`src/rtl/uirq_pkg.sv`:
```
package uirq_pkg;
  localparam int N_TX  = 2;
  localparam int N_RX  = 4;
  localparam int N_ERR = 4;
  localparam int N_SRC = N_TX + N_RX + N_ERR;
  localparam int TX_EN_LO  = 0;
  localparam int RX_EN_LO  = TX_EN_LO + N_TX;
  localparam int ERR_EN_LO = RX_EN_LO + N_RX;
endpackage

```
`src/rtl/uirq_sticky_bank.sv`:
```
module uirq_sticky_bank #(
  parameter int W = 4
) (
  input  logic         clk,
  input  logic         rst_n,
  input  logic [W-1:0] set_i,
  input  logic [W-1:0] clr_i,
  output logic [W-1:0] flag_o
);
  for (genvar i = 0; i < W; i++) begin : g_bit
    always_ff @(posedge clk or negedge rst_n) begin
      if (!rst_n)        flag_o[i] <= 1'b0;
      else if (set_i[i]) flag_o[i] <= 1'b1;   // set has priority
      else if (clr_i[i]) flag_o[i] <= 1'b0;
    end
  end
endmodule

```
`src/rtl/uirq_tx_status.sv`:
```
module uirq_tx_status #(
  parameter int DEPTH = 2,
  parameter int CW    = $clog2(DEPTH + 1)
) (
  input  logic [CW-1:0] fill_i,
  input  logic          active_i,
  input  logic          line_i,
  output logic          empty_o,
  output logic          done_o
);
  localparam logic [CW-1:0] FULL = CW'(DEPTH);

  always_comb begin
    empty_o = (fill_i < FULL);
    done_o  = (fill_i == '0) && !active_i && line_i;
  end
endmodule

```
`src/rtl/uirq_req_reduce.sv`:
```
module uirq_req_reduce #(
  parameter int W = 4
) (
  input  logic         clk,
  input  logic         rst_n,
  input  logic [W-1:0] flag_i,
  input  logic [W-1:0] en_i,
  output logic         req_o
);
  logic any_w;
  assign any_w = |(flag_i & en_i);

  always_ff @(posedge clk or negedge rst_n) begin
    if (!rst_n) req_o <= 1'b0;
    else        req_o <= any_w;
  end
endmodule

```
`src/rtl/uart_irq_hub.sv`:
```
module uart_irq_hub
  import uirq_pkg::*;
#(
  parameter int TX_DEPTH = 2,
  parameter int CNT_W    = $clog2(TX_DEPTH + 1)
) (
  input  logic             clk,
  input  logic             rst_n,
  input  logic [3:0]       rx_evt_set,
  input  logic [3:0]       rx_flag_clr,
  input  logic [3:0]       err_evt_set,
  input  logic [3:0]       err_flag_clr,
  input  logic [9:0]       irq_en,
  input  logic [CNT_W-1:0] tx_fill,
  input  logic             tx_active,
  input  logic             tx_line,
  output logic             tx_empty_flag,
  output logic             tx_done_flag,
  output logic [3:0]       rx_flags,
  output logic [3:0]       err_flags,
  output logic             irq_tx,
  output logic             irq_rx,
  output logic             irq_err
);
  logic [N_TX-1:0] tx_vec;

  uirq_tx_status #(.DEPTH(TX_DEPTH), .CW(CNT_W)) u_txs (
    .fill_i  (tx_fill),
    .active_i(tx_active),
    .line_i  (tx_line),
    .empty_o (tx_empty_flag),
    .done_o  (tx_done_flag)
  );
  assign tx_vec = {tx_done_flag, tx_empty_flag};

  uirq_sticky_bank #(.W(N_RX)) u_rx_bank (
    .clk(clk), .rst_n(rst_n),
    .set_i(rx_evt_set), .clr_i(rx_flag_clr), .flag_o(rx_flags)
  );

  uirq_sticky_bank #(.W(N_ERR)) u_err_bank (
    .clk(clk), .rst_n(rst_n),
    .set_i(err_evt_set), .clr_i(err_flag_clr), .flag_o(err_flags)
  );

  uirq_req_reduce #(.W(N_TX)) u_tx_req (
    .clk(clk), .rst_n(rst_n),
    .flag_i(tx_vec), .en_i(irq_en[TX_EN_LO +: N_TX]), .req_o(irq_tx)
  );

  uirq_req_reduce #(.W(N_RX)) u_rx_req (
    .clk(clk), .rst_n(rst_n),
    .flag_i(rx_flags), .en_i(irq_en[RX_EN_LO +: N_RX]), .req_o(irq_rx)
  );

  uirq_req_reduce #(.W(N_ERR)) u_err_req (
    .clk(clk), .rst_n(rst_n),
    .flag_i(err_flags), .en_i(irq_en[ERR_EN_LO +: N_ERR]), .req_o(irq_err)
  );
endmodule

```
`config.mk`:
```
export PLATFORM = sky130hd
export DESIGN_NAME = uart_irq_hub
export DESIGN_NICKNAME = d
export VERILOG_FILES = /design/src/rtl/uirq_pkg.sv /design/src/rtl/uirq_sticky_bank.sv /design/src/rtl/uirq_tx_status.sv /design/src/rtl/uirq_req_reduce.sv /design/src/rtl/uart_irq_hub.sv
export SDC_FILE = /design/constraint.sdc
export NUM_CORES = 1
export LEC_CHECK = 0
export ABC_AREA = 1
export BUFFER_PORTS_ARGS = -buffer_cell sky130_fd_sc_hd__buf_2
export CORE_AREA = 2 2 39 41
export DETAILED_ROUTE_END_ITERATION = 12
export DIE_AREA = 0 0 41 43
export GPL_TIMING_DRIVEN = 0
export HOLD_SLACK_MARGIN = 0.12
export PLACE_DENSITY = 0.76
export SLEW_MARGIN = 0
export SYNTH_ARGS = -nofsm -noshare
export SYNTH_HDL_FRONTEND = slang
export SYNTH_SLANG_ARGS = --single-unit
export TNS_END_PERCENT = 20
```
`constraint.sdc`:
```
create_clock -name clk -period 1.36 [get_ports clk]
set_input_delay 0.34 -clock clk [delete_from_list [all_inputs] [get_ports clk]]
set_output_delay 0.34 -clock clk [all_outputs]
set_load 0.1 [all_outputs]
```
After elaboration in Yosys (flattened, before gate mapping)
Index checks and enable logic that the tools add are counted.

operators by class
  $add $sub $neg = 0
  multipliers = 0
  divide/modulo/power cells = 0
  $lt $le $gt $ge = 1
  eq/ne operators = 0
  shift-type cells = 0
  muxes and demuxes = 16
  bitwise gates (word level) = 3
  reductions and logical operators = 15

operator list
  cell                                       count
  two-way mux 1 bit                          16
  nonzero test 2 bit                         8
  bitwise AND 4 bit                          2
  OR reduction 4 bit                         2
  bitwise AND 2 bit                          1
  logical AND 1 bit                          2
  logical NOT 2 bit                          1
  < comparator 2 bit, second input constant  1
  OR reduction 2 bit                         1
  logical NOT 1 bit                          1

word-level totals
  bits in registers = 11
  bits in latches = 0
  memory bits (writable) = 0
  bits in read-only memories = 0
  bits of input ports = 32
  output and inout port bits = 13
  logic and storage cells = 46
  memories = 0

Longest topological paths before layout
  word-level depth = 5
  gate-level depth with buffers = 4
  gate-level depth less buffers = 4

Hierarchy
A second synthesis with hierarchy kept.

second synthesis, totals
  cell total of the unflattened synthesis = 70
  area, all modules = 501.7 µm²

by module, submodules not included
  module                           instances  cells each  area an instance (µm²)  seq. area each (µm²)
  uirq_sticky_bank                 2          20          160.2                   100.1
  uirq_req_reduce (u_err_req ...)  2          10          58.8                    25.0
  uirq_req_reduce (u_tx_req)       1          4           36.3                    25.0
  uirq_tx_status                   1          6           27.5                    0.0

Least setup slack after synthesis
Ideal clock, no wire load.

  path kind = input port to output port
  start point = input tx_fill[1]
  end point = output tx_done_flag
  data arrival time = 1,206 ps
  required time = 1,020 ps
  setup slack = -186 ps
  stages on the path = 2
  buffers on the path = 0
  cells stage by stage = nor2_1 > and2_1

between the ends
  cells in the longest elaborated chain, start to end = 3

RTL lines
  element                         RTL line              RTL
  from (decl)                     uart_irq_hub.sv:14    input logic [CNT_W-1:0] tx_fill,
  logical NOT 2 bit               uirq_tx_status.sv:15  done_o = (fill_i == '0) && !active_i && line_i;
  logical AND 1 bit (2 in a row)  uirq_tx_status.sv:15
  to (decl)                       uart_irq_hub.sv:18    output logic tx_done_flag,

Every way passes these cells.

Worst setup path in the final report
Ends and elaborated chain as after synthesis.

==> results by group <==
Logic synthesis
  – Mapped Nets: 77
  – Distinct cells, synth: 9
  – Synth Cell Area: 444 µm²
  – Avg Cell Area, Syn: 9.87 µm²
  – Cells after Synth: 45
  – FF+latch count, synth: 11
  – Area contributors post-synth: dfrtp_1, o21bai_1, inv_1
  – Seq/Total Area, Yosys: 0.620
  – Yosys warnings: 0
  – Cell taking the most area after synthesis: dfrtp_1
  – Top-area cell type share of the netlist area: 0.620

Worst setup path
  – Cell Chain, Critical Path: buf_2 > nor2_1 > and2_2 > buf_6
  – Critical path capture point type: output pin
  – Max stage delay cell, worst path: buf_6
  – Reg-to-reg endpoint: u_err_req.req_o
  – CP required: 1.02 ns
  – Critical Path Fanout Max: 2
  – WP data arrival: 0.96 ns
  – Worst reg2reg setup slack: 0.68 ns
  – Worst reg2reg path depth: 2
  – Crit path from: tx_fill[1]
  – Worst path bufs/invs: 2
  – Crit Path Class: in2out
  – Startpoint Class: input port
  – FF-to-FF Start: u_err_bank.flag_o[2]
  – Crit-path leading delay family: buffers and inverters
  – Critical Path Max Stage Delay: 0.22 ns

Min path
  – Hold Path Depth: 2
  – Min-delay worst type: in2reg
  – Startpoint of the worst hold path: err_flag_clr[0]
  – Endpoint, Worst Hold: u_err_bank.flag_o[0]

Global route
  – Largest net degree at the start of global routing: 12
  – Grt total ovfl: 0
  – Vias in the first global route: 448
  – GR Util All Layers: 0.133
  – Antenna violations before repair: 0
  – First-pass GRT wire length: 1.59 mm

STA
  – Crit share post-route: 0.956
  – Post-route minimum period: 1.30 ns
  – Final Setup Violations: 0
  – Clock Skews: 0.00160 ns
  – Relative slew slack: 0.680
  – Worst-margin pin slew: 0.483 ns
  – Final hold violations: 0
  – TNS Setup: 0 ns
  – FMAX: 769 MHz
  – RSZ-0062 raised after global routing: false
  – Slew Limit Fails: 0
  – Post-route setup slack: 0.0600 ns

Clocking
  – Reg clk slew, reported paths: 0.07 ns
  – Bufs on Longest Clock Path: 2
  – H-tree Lvls: 1
  – Worst skew pair latency: 0.26 ns
  – CTS tree: yes
  – CTS Buf Count: 3
  – TritonCTS Sinks: 11
  – Clock root buffer: clkbuf_4

Die
  – Die area: 1760 µm²
  – Initial Util: 0.321
  – Die Span X: 41 µm
  – Core area: 1380 µm²
  – # rows: 14
  – Die height: 43 µm
  – I/O pins: 45

Finish
  – Nets: 127
  – Area of the multi-input gates: 133 µm²
  – Area grow syn2layout: 70.4%
  – Sequential cell area: 275 µm²
  – # fillers: 131
  – Proportion of layout cells with a drive suffix above 1: 0.532
  – N_diodes: 0

Power and ir drop
  – Pleak: 0.457 nW
  – Worst vdd ir: 0.641 mV
  – Power, Total: 0.000890 W
  – Pwr Density: 1180 nW/µm²

Detailed routing
  – Iter 0 DRT Violations: 0
  – WL per Instance: 9.01 µm
  – Via density per instance: 4.25
  – DRC violations left: 0
  – Total vias in the final route: 468
  – Final WL: 991 µm
  – Drt pass-1 iters: 1
  – Antenna-violating nets left: 0

Job
  – MaxCap Viol Count: 0

Run status
  – Status: completed

Placement
  – Pre-CTS WS: -0.126 ns
  – Gpl congestion: 0.622
  – Port-buffer cells: 44
  – Detailed placement HPWL: 836 µm
## per-stage QoR
stage	hold WS (ns)	cells	area, µm²	util
4_1_cts	0.240	110	746	0.539
5_1_grt	0.237	110	757	0.547
2_1_floorplan	0.0444	45	445	-
3_5_place_dp	0.222	105	686	0.495
3_3_place_gp	0.222	105	686	0.495
6_report	0.247	110	757	0.547
## area by class of cell
cell class / count / share of cell area
clock buffers: 3 / 0.0298
clock inverters: 1 / 0.00661
inverters: 10 / 0.0496
multi-input cells: 24 / 0.175
flip-flops and latches: 11 / 0.364
well taps: 16 / 0.0264
repair buffers: 45 / 0.349
## report_power, final
| part | switching [W] | internal [W] | leakage (nW) |
|---|---|---|---|
| Clock | 0.000107 | 0.000108 | 0.0177 |
| Sequential | 0.0000137 | 0.000349 | 0.119 |
| Combinational | 0.000231 | 0.0000808 | 0.320 |
| Total | 0.000352 | 0.000539 | 0.457 |
## worst register-to-register path, stage by stage (launching register included)
cell and delay, ns:
dfrtp_1 0.41, nand2_1 0.07, nand4_1 0.08
## synth_stat cells
cell type,instances
and2_1,1
dfrtp_1,11
inv_1,10
nand2_1,10
nand3_1,1
nand4_1,2
nor2_1,1
nor2_2,1
o21bai_1,8
## layout by cell type (no fill, tap or decap), drive strengths merged
cell,instances
buf,41
dfrtp,11
nand2,10
inv,10
o21bai,8
clkbuf,6
nand4,2
nor2,2
and2,1
nand3,1
clkinv,1
dlygate4sd3,1
## state kept, by name (all words and copies together) (netlist names)
| name | cells |
|---|---|
| u_err_bank.flag_o | 4 |
| u_rx_bank.flag_o | 4 |
| u_err_req.req_o | 1 |
| u_rx_req.req_o | 1 |
| u_tx_req.req_o | 1 |
## cells by family after synthesis
kind of cell	count (synthesis)	share of synthesized area
AND/OR/NAND/NOR	16	0.161
AO/OA/AOI/OAI	8	0.135
buffers and inverters	10	0.0845
flip-flops	11	0.620
## routing by layer
metal,GRT usage,vias to the layer above,share of wire
li1,-,238,-
met1,0.146,209,0.34
met5,0,-,0
met4,0.0600,0,0
met3,0.0314,0,0.074
met2,0.225,21,0.59
## worst max path at each step
stage | to | slack, ns | depth (start not counted)
finish | tx_done_flag | 0.06 | 4
global route | tx_done_flag | 0.009 | 4
CTS | tx_done_flag | 0.004 | 4
detailed placement | tx_done_flag | -0.13 | 4
global placement | tx_done_flag | -0.09 | 4
floorplan | tx_empty_flag | 0.09 | 1
## repair_timing
item | 4_1_cts | 5_1_grt
endpoints found under the hold margin | 11 | 0
resized for setup | 9 | 4
endpoints found under the setup margin | 9 | 4
setup buffers | 0 | 0
hold buffers | 1 | 0
Power figures use the tool's default switching activity.
